**config.mk**
```make
export PLATFORM = sky130hd
export DESIGN_NAME = usb_irq_aggregator
export DESIGN_NICKNAME = d
export VERILOG_FILES = /design/src/rtl/usb_irq_pkg.sv /design/src/rtl/irq_tick_divider.sv /design/src/rtl/irq_status_bank.sv /design/src/rtl/usb_irq_aggregator.sv
export SDC_FILE = /design/constraint.sdc
export NUM_CORES = 1
export LEC_CHECK = 0
export BUFFER_PORTS_ARGS = -buffer_cell sky130_fd_sc_hd__buf_2
export CORE_ASPECT_RATIO = 0.6
export CORE_MARGIN = 2
export CORE_UTILIZATION = 33
export DETAILED_ROUTE_END_ITERATION = 8
export PLACE_DENSITY = 0.56
export SYNTH_ARGS = -nofsm -noshare
export SYNTH_HDL_FRONTEND = slang
export SYNTH_SLANG_ARGS = --single-unit
```
**constraint.sdc**
```tcl
create_clock -name clk -period 12.73 [get_ports clk]
set_input_delay 2.546 -clock clk [delete_from_list [all_inputs] [get_ports clk]]
set_output_delay 2.546 -clock clk [all_outputs]
set_load 0.01 [all_outputs]
```
**src/rtl/usb_irq_pkg.sv**
```systemverilog
package usb_irq_pkg;
    localparam int NUM_SRC = 6;
    localparam int THR_W   = 7;
    localparam int ADDR_W  = 8;

    // sources whose interrupt waits for an interval boundary
    localparam logic [NUM_SRC-1:0] DEFER_MASK = 6'b100011;

    localparam logic [ADDR_W-1:0] ADDR_STATUS = 8'h24;
    localparam logic [ADDR_W-1:0] ADDR_ENABLE = 8'h28;
    localparam logic [ADDR_W-1:0] ADDR_THRESH = 8'h2C;

    localparam int DEF_SEL = 3;   // fallback interval is 1 << DEF_SEL ticks
    localparam logic [THR_W-1:0] THR_RESET = THR_W'(1) << DEF_SEL;

    typedef logic [NUM_SRC-1:0] src_vec_t;
endpackage

```
**src/rtl/irq_tick_divider.sv**
```systemverilog
module irq_tick_divider
    import usb_irq_pkg::*;
(
    input  logic             clk,
    input  logic             rst_n,
    input  logic             tick,
    input  logic [THR_W-1:0] thr_raw,
    output logic             boundary
);
    typedef struct packed {
        logic [THR_W-1:0] cnt;
    } div_state_t;

    div_state_t       st_d, st_q;
    logic [THR_W-1:0] eff;

    always_comb begin
        eff      = $onehot(thr_raw) ? thr_raw : THR_RESET;
        boundary = tick && (st_q.cnt >= eff - 1'b1);
        st_d     = st_q;
        if (tick) begin
            st_d.cnt = boundary ? '0 : st_q.cnt + 1'b1;
        end
    end

    always_ff @(posedge clk or negedge rst_n) begin
        if (!rst_n) st_q <= '0;
        else        st_q <= st_d;
    end
endmodule

```
**src/rtl/irq_status_bank.sv**
```systemverilog
module irq_status_bank
    import usb_irq_pkg::*;
(
    input  logic     clk,
    input  logic     rst_n,
    input  src_vec_t set_pulse,
    input  src_vec_t clr_mask,
    input  logic     boundary,
    output src_vec_t status,
    output src_vec_t qual_next
);
    typedef struct packed {
        src_vec_t status;
        src_vec_t qual;
    } bank_state_t;

    bank_state_t st_d, st_q;
    src_vec_t    status_nx;

    // a set in the same cycle as a clear wins
    assign status_nx = set_pulse | (st_q.status & ~clr_mask);

    for (genvar i = 0; i < NUM_SRC; i++) begin : g_src
        if (DEFER_MASK[i]) begin : g_defer
            assign qual_next[i] = status_nx[i] &
                                  (st_q.qual[i] | (boundary & st_q.status[i]));
        end else begin : g_now
            assign qual_next[i] = status_nx[i];
        end
    end

    always_comb begin
        st_d        = st_q;
        st_d.status = status_nx;
        st_d.qual   = qual_next;
    end

    always_ff @(posedge clk or negedge rst_n) begin
        if (!rst_n) st_q <= '0;
        else        st_q <= st_d;
    end

    assign status = st_q.status;
endmodule

```
**src/rtl/usb_irq_aggregator.sv**
```systemverilog
module usb_irq_aggregator
    import usb_irq_pkg::*;
#(
    parameter int DATA_W = 32
) (
    input  logic              clk,
    input  logic              rst_n,
    input  logic [NUM_SRC-1:0] evt_pulse,
    input  logic              uframe_tick,
    input  logic              reg_wr_en,
    input  logic [ADDR_W-1:0] reg_addr,
    input  logic [DATA_W-1:0] reg_wdata,
    output logic [DATA_W-1:0] reg_rdata,
    output logic              irq_out
);
    typedef struct packed {
        src_vec_t         enable;
        logic [THR_W-1:0] thr;
        logic             irq;
    } top_state_t;

    top_state_t st_d, st_q;
    src_vec_t   status_now;
    src_vec_t   qual_next;
    src_vec_t   clr_mask;
    logic       tick_boundary;
    logic       wr_status, wr_enable, wr_thresh;
    logic       unused_wdata;

    assign unused_wdata = ^reg_wdata[DATA_W-1:THR_W];

    assign wr_status = reg_wr_en && (reg_addr == ADDR_STATUS);
    assign wr_enable = reg_wr_en && (reg_addr == ADDR_ENABLE);
    assign wr_thresh = reg_wr_en && (reg_addr == ADDR_THRESH);
    assign clr_mask  = wr_status ? reg_wdata[NUM_SRC-1:0] : '0;

    irq_tick_divider i_div (
        .clk      (clk),
        .rst_n    (rst_n),
        .tick     (uframe_tick),
        .thr_raw  (st_q.thr),
        .boundary (tick_boundary)
    );

    irq_status_bank i_bank (
        .clk       (clk),
        .rst_n     (rst_n),
        .set_pulse (evt_pulse),
        .clr_mask  (clr_mask),
        .boundary  (tick_boundary),
        .status    (status_now),
        .qual_next (qual_next)
    );

    always_comb begin
        st_d = st_q;
        if (wr_enable) st_d.enable = reg_wdata[NUM_SRC-1:0];
        if (wr_thresh) st_d.thr    = reg_wdata[THR_W-1:0];
        st_d.irq = |(qual_next & st_d.enable);
    end

    always_ff @(posedge clk or negedge rst_n) begin
        if (!rst_n) begin
            st_q        <= '0;
            st_q.thr    <= THR_RESET;
        end else begin
            st_q <= st_d;
        end
    end

    always_comb begin
        unique case (reg_addr)
            ADDR_STATUS: reg_rdata = DATA_W'(status_now);
            ADDR_ENABLE: reg_rdata = DATA_W'(st_q.enable);
            ADDR_THRESH: reg_rdata = DATA_W'(st_q.thr);
            default:     reg_rdata = '0;
        endcase
    end

    assign irq_out = st_q.irq;
endmodule

```
==> impl_metrics.ini <==
[clocking]
clk_latency_ns = 0.28
post_cts_buffers = 0
cts_buffers = 5
root_buffer = clkbuf_8
path_clk_slew_ns = 0.07
clock_path_buffers = 2
cts-htree-levels = 2
cts_resized = 0
cts_num_sinks = 30
cts_tree = done
holdBufCountCts = 0

[power_and_ir_drop]
power_w = 0.0003126
power.share.sequential_pct = 38.1
p_int_w = 0.0002225
clockPowerShare_pct = 38.6
ir_drop_v = 0.00005357
cellLeakagePower_nw = 1.150
swShare_pct = 28.82
p_switching_w = 0.00009011
pwr-share-comb_pct = 23.3
p_per_area_nw_per_um2 = 131.5

[sta]
fin_crit_sh_pct = 48.64
rsz0062_at_grt = false
final-setup-viol-count = 0
max_slew_margin_pct = 53.63
fmax_mhz = 161.5
finalSetupTns_ns = 0
final_hold_viol_count = 0
fin_crit_ns = 6.192
fin_skew_ns = 0.009991
maxSlewViolCount = 0
worstMarginPinSlew_ns = 0.6941

[yosys]
synth_top_cell_area_share_pct = 34.46
synth-async-reset-ratio_pct = 100.0
avgSynthCellArea_um2 = 9.840
synthFlopType = dfrtp_1
yosys_warnings = 0
synth-edff-count = 0
synthCells = 214
synthDistinctLibCells = 42
netlist_area_um2 = 2106
yosysTopAreaCell = dfrtp_1
netlist_top_cells_count = dfrtp_1 (29), buf_4 (27), nand2_1 (19), mux2_2 (17), nor2_1 (17)
synth.area.top_cells = dfrtp_1 (34%), buf_4 (9.6%), mux2_2 (9.1%)
yosysMostFrequentCell = dfrtp_1
yosysSeqAreaShare_pct = 35.71
ys_seq_elements = 30

[final_layout]
nFillCells = 609
drive_above_1_share_pct = 25.91
syn_to_final_growth_pct = 12.89
nets = 312
diodes = 0

[worst_setup_path]
critPathTopFamily = simple AND/OR/NAND/NOR gates
cpPeakStageDelay_ns = 0.38
start_kind = primary input
crit_buf_inv = 2
critPathSlowestCell = nor4_4
worstPathCellList = buf_2, nor4_4, nand2_1, nor2_1, buf_2
worstPathRequired_ns = 10.18
cp_common_cell = buf_2
critPathKind = primary input to primary output
crit_arrival_ns = 3.65
cp-end-kind = primary output
cp_max_fo = 7

[global_routing]
antenna_found_initial = 0
grt-ovfl-total = 0
grt_pass1_wl_um = 7031
grt_pass1_vias = 1417
grt_max_degree = 31
groute.usage.overall_pct = 12.96

[routing]
wl_um = 4080
dr.pass1.iters = 4
drt_first_iter_violations = 57
wire_per_inst_um = 12.33
num_vias = 1483
drc = 0
antenna_left = 0
viasPerCell = 4.480

[worst_hold_path]
hold_class = flop to flop

[place]
dp_hpwl_um = 3350
portBuffers = 32
gp_congestion = 0.7312

[floorplan]
coreArea_um2 = 6138
die-height_um = 65.88
die_x_um = 107.1
dieArea_um2 = 7057
start_util_pct = 34.30
row_count = 22
ioPinCount = 83

[run]
drv_cap = 0

[status]
outcome = finished, final reports clean
[cells by family after synthesis]
logic type | after synthesis | share of synthesized area [%]
xor gates and xnor gates | 10 | 4.159
adders and majority gates | 16 | 10.58
muxes | 20 | 10.81
AOI/OAI and AO/OA | 31 | 10.04
buffers and inverters | 45 | 13.25
other | 1 | 0.1781
and+or+nand+nor | 61 | 15.27
DFF | 30 | 35.71
[worst register-to-register path: cells and delay by family (launching register included)]
family,cells,cell delay (ns)
flops,1,0.45
simple gates,8,1.69
compound gates,2,0.56
buf+inv,2,0.09
fa+ha+maj,6,1.98
xor+xnor,2,0.24
[sequential cells by signal, indices dropped and copies added (netlist names)]
register and flops:
i_bank.st_q 3, irq_out 1, i_div.st_q 7, i_bank.status 6, st_q 13
[power groups by stage]
stage	Combinational (W)	Sequential [W]	Clock, W
2_1_floorplan	0.0000606	0.000119	0
3_3_place_gp	0.0000720	0.000121	0
3_5_place_dp	0.0000733	0.000121	0
4_1_cts	0.0000740	0.000119	0.000124
5_1_grt	0.0000861	0.000122	0.000130
6_report	0.0000729	0.000119	0.000121
[stage by stage]
| step | util [%] | setup WS (ns) | instance area [um^2] | cells | hold WS, ns |
|---|---|---|---|---|---|
| after global routing | 38.73 | 6.434 | 2377 | 331 | 0.5285 |
| after floorplan | - | 6.886 | 2196 | 238 | 0.4644 |
| after global placement | 36.40 | 6.539 | 2235 | 323 | 0.4818 |
| after detailed placement | 36.40 | 6.529 | 2235 | 323 | 0.4846 |
| final | 38.73 | 6.538 | 2377 | 331 | 0.4981 |
| after CTS | 38.73 | 6.525 | 2377 | 331 | 0.5024 |
[cells in the final DEF, fill, tap and decap left out, drive strengths merged, types with 6 or more instances in the layout]
cell    synthesis  final
a22oi           6      6
conb            1     25
clkbuf          2      6
nor2           17     17
nand2          19     19
mux2           19     19
dfrtp          29     29
buf            29     32
ha             13     13
inv            14     14
[metal layers]
layer  vias up  global-route usage (%)  routed length [um]
met4         0                   1.461                   0
met2        40                   18.99                1700
li1        740                       -                   -
met1       703                   18.56                2127
met3         0                   4.926                 252
met5         -                       0                   0
[cell type report]
class                           count  area, um^2  share of cell area (%)
Clock buffer                        6       82.58                   3.474
Timing Repair Buffer               32       160.2                   6.737
Inverter                           14       52.55                   2.211
Clock inverter                      2       60.06                   2.526
Sequential cell                    30       752.0                   31.63
Tap cell                           84       105.1                   4.421
Multi-Input combinational cell    163        1165                   49.00
[worst paths after layout]
| kind | startpoint | to | slack (ns) | depth (start not counted) |
|---|---|---|---|---|
| worst max-delay path | reg_addr[7] | reg_rdata[0] | 6.54 | 5 |
| worst min-delay path | i_bank.st_q[1] | i_bank.st_q[1] | 0.50 | 1 |
| worst max register to register | st_q[5] | irq_out | 7.64 | 20 |
| worst min register to register | i_bank.st_q[1] | i_bank.st_q[1] | 0.50 | 1 |
| max in group asynchronous | rst_n | st_q[7] | 10.01 | 1 |
| min in group asynchronous | rst_n | st_q[6] | 2.29 | 1 |
(Power assumes the default switching activity.)
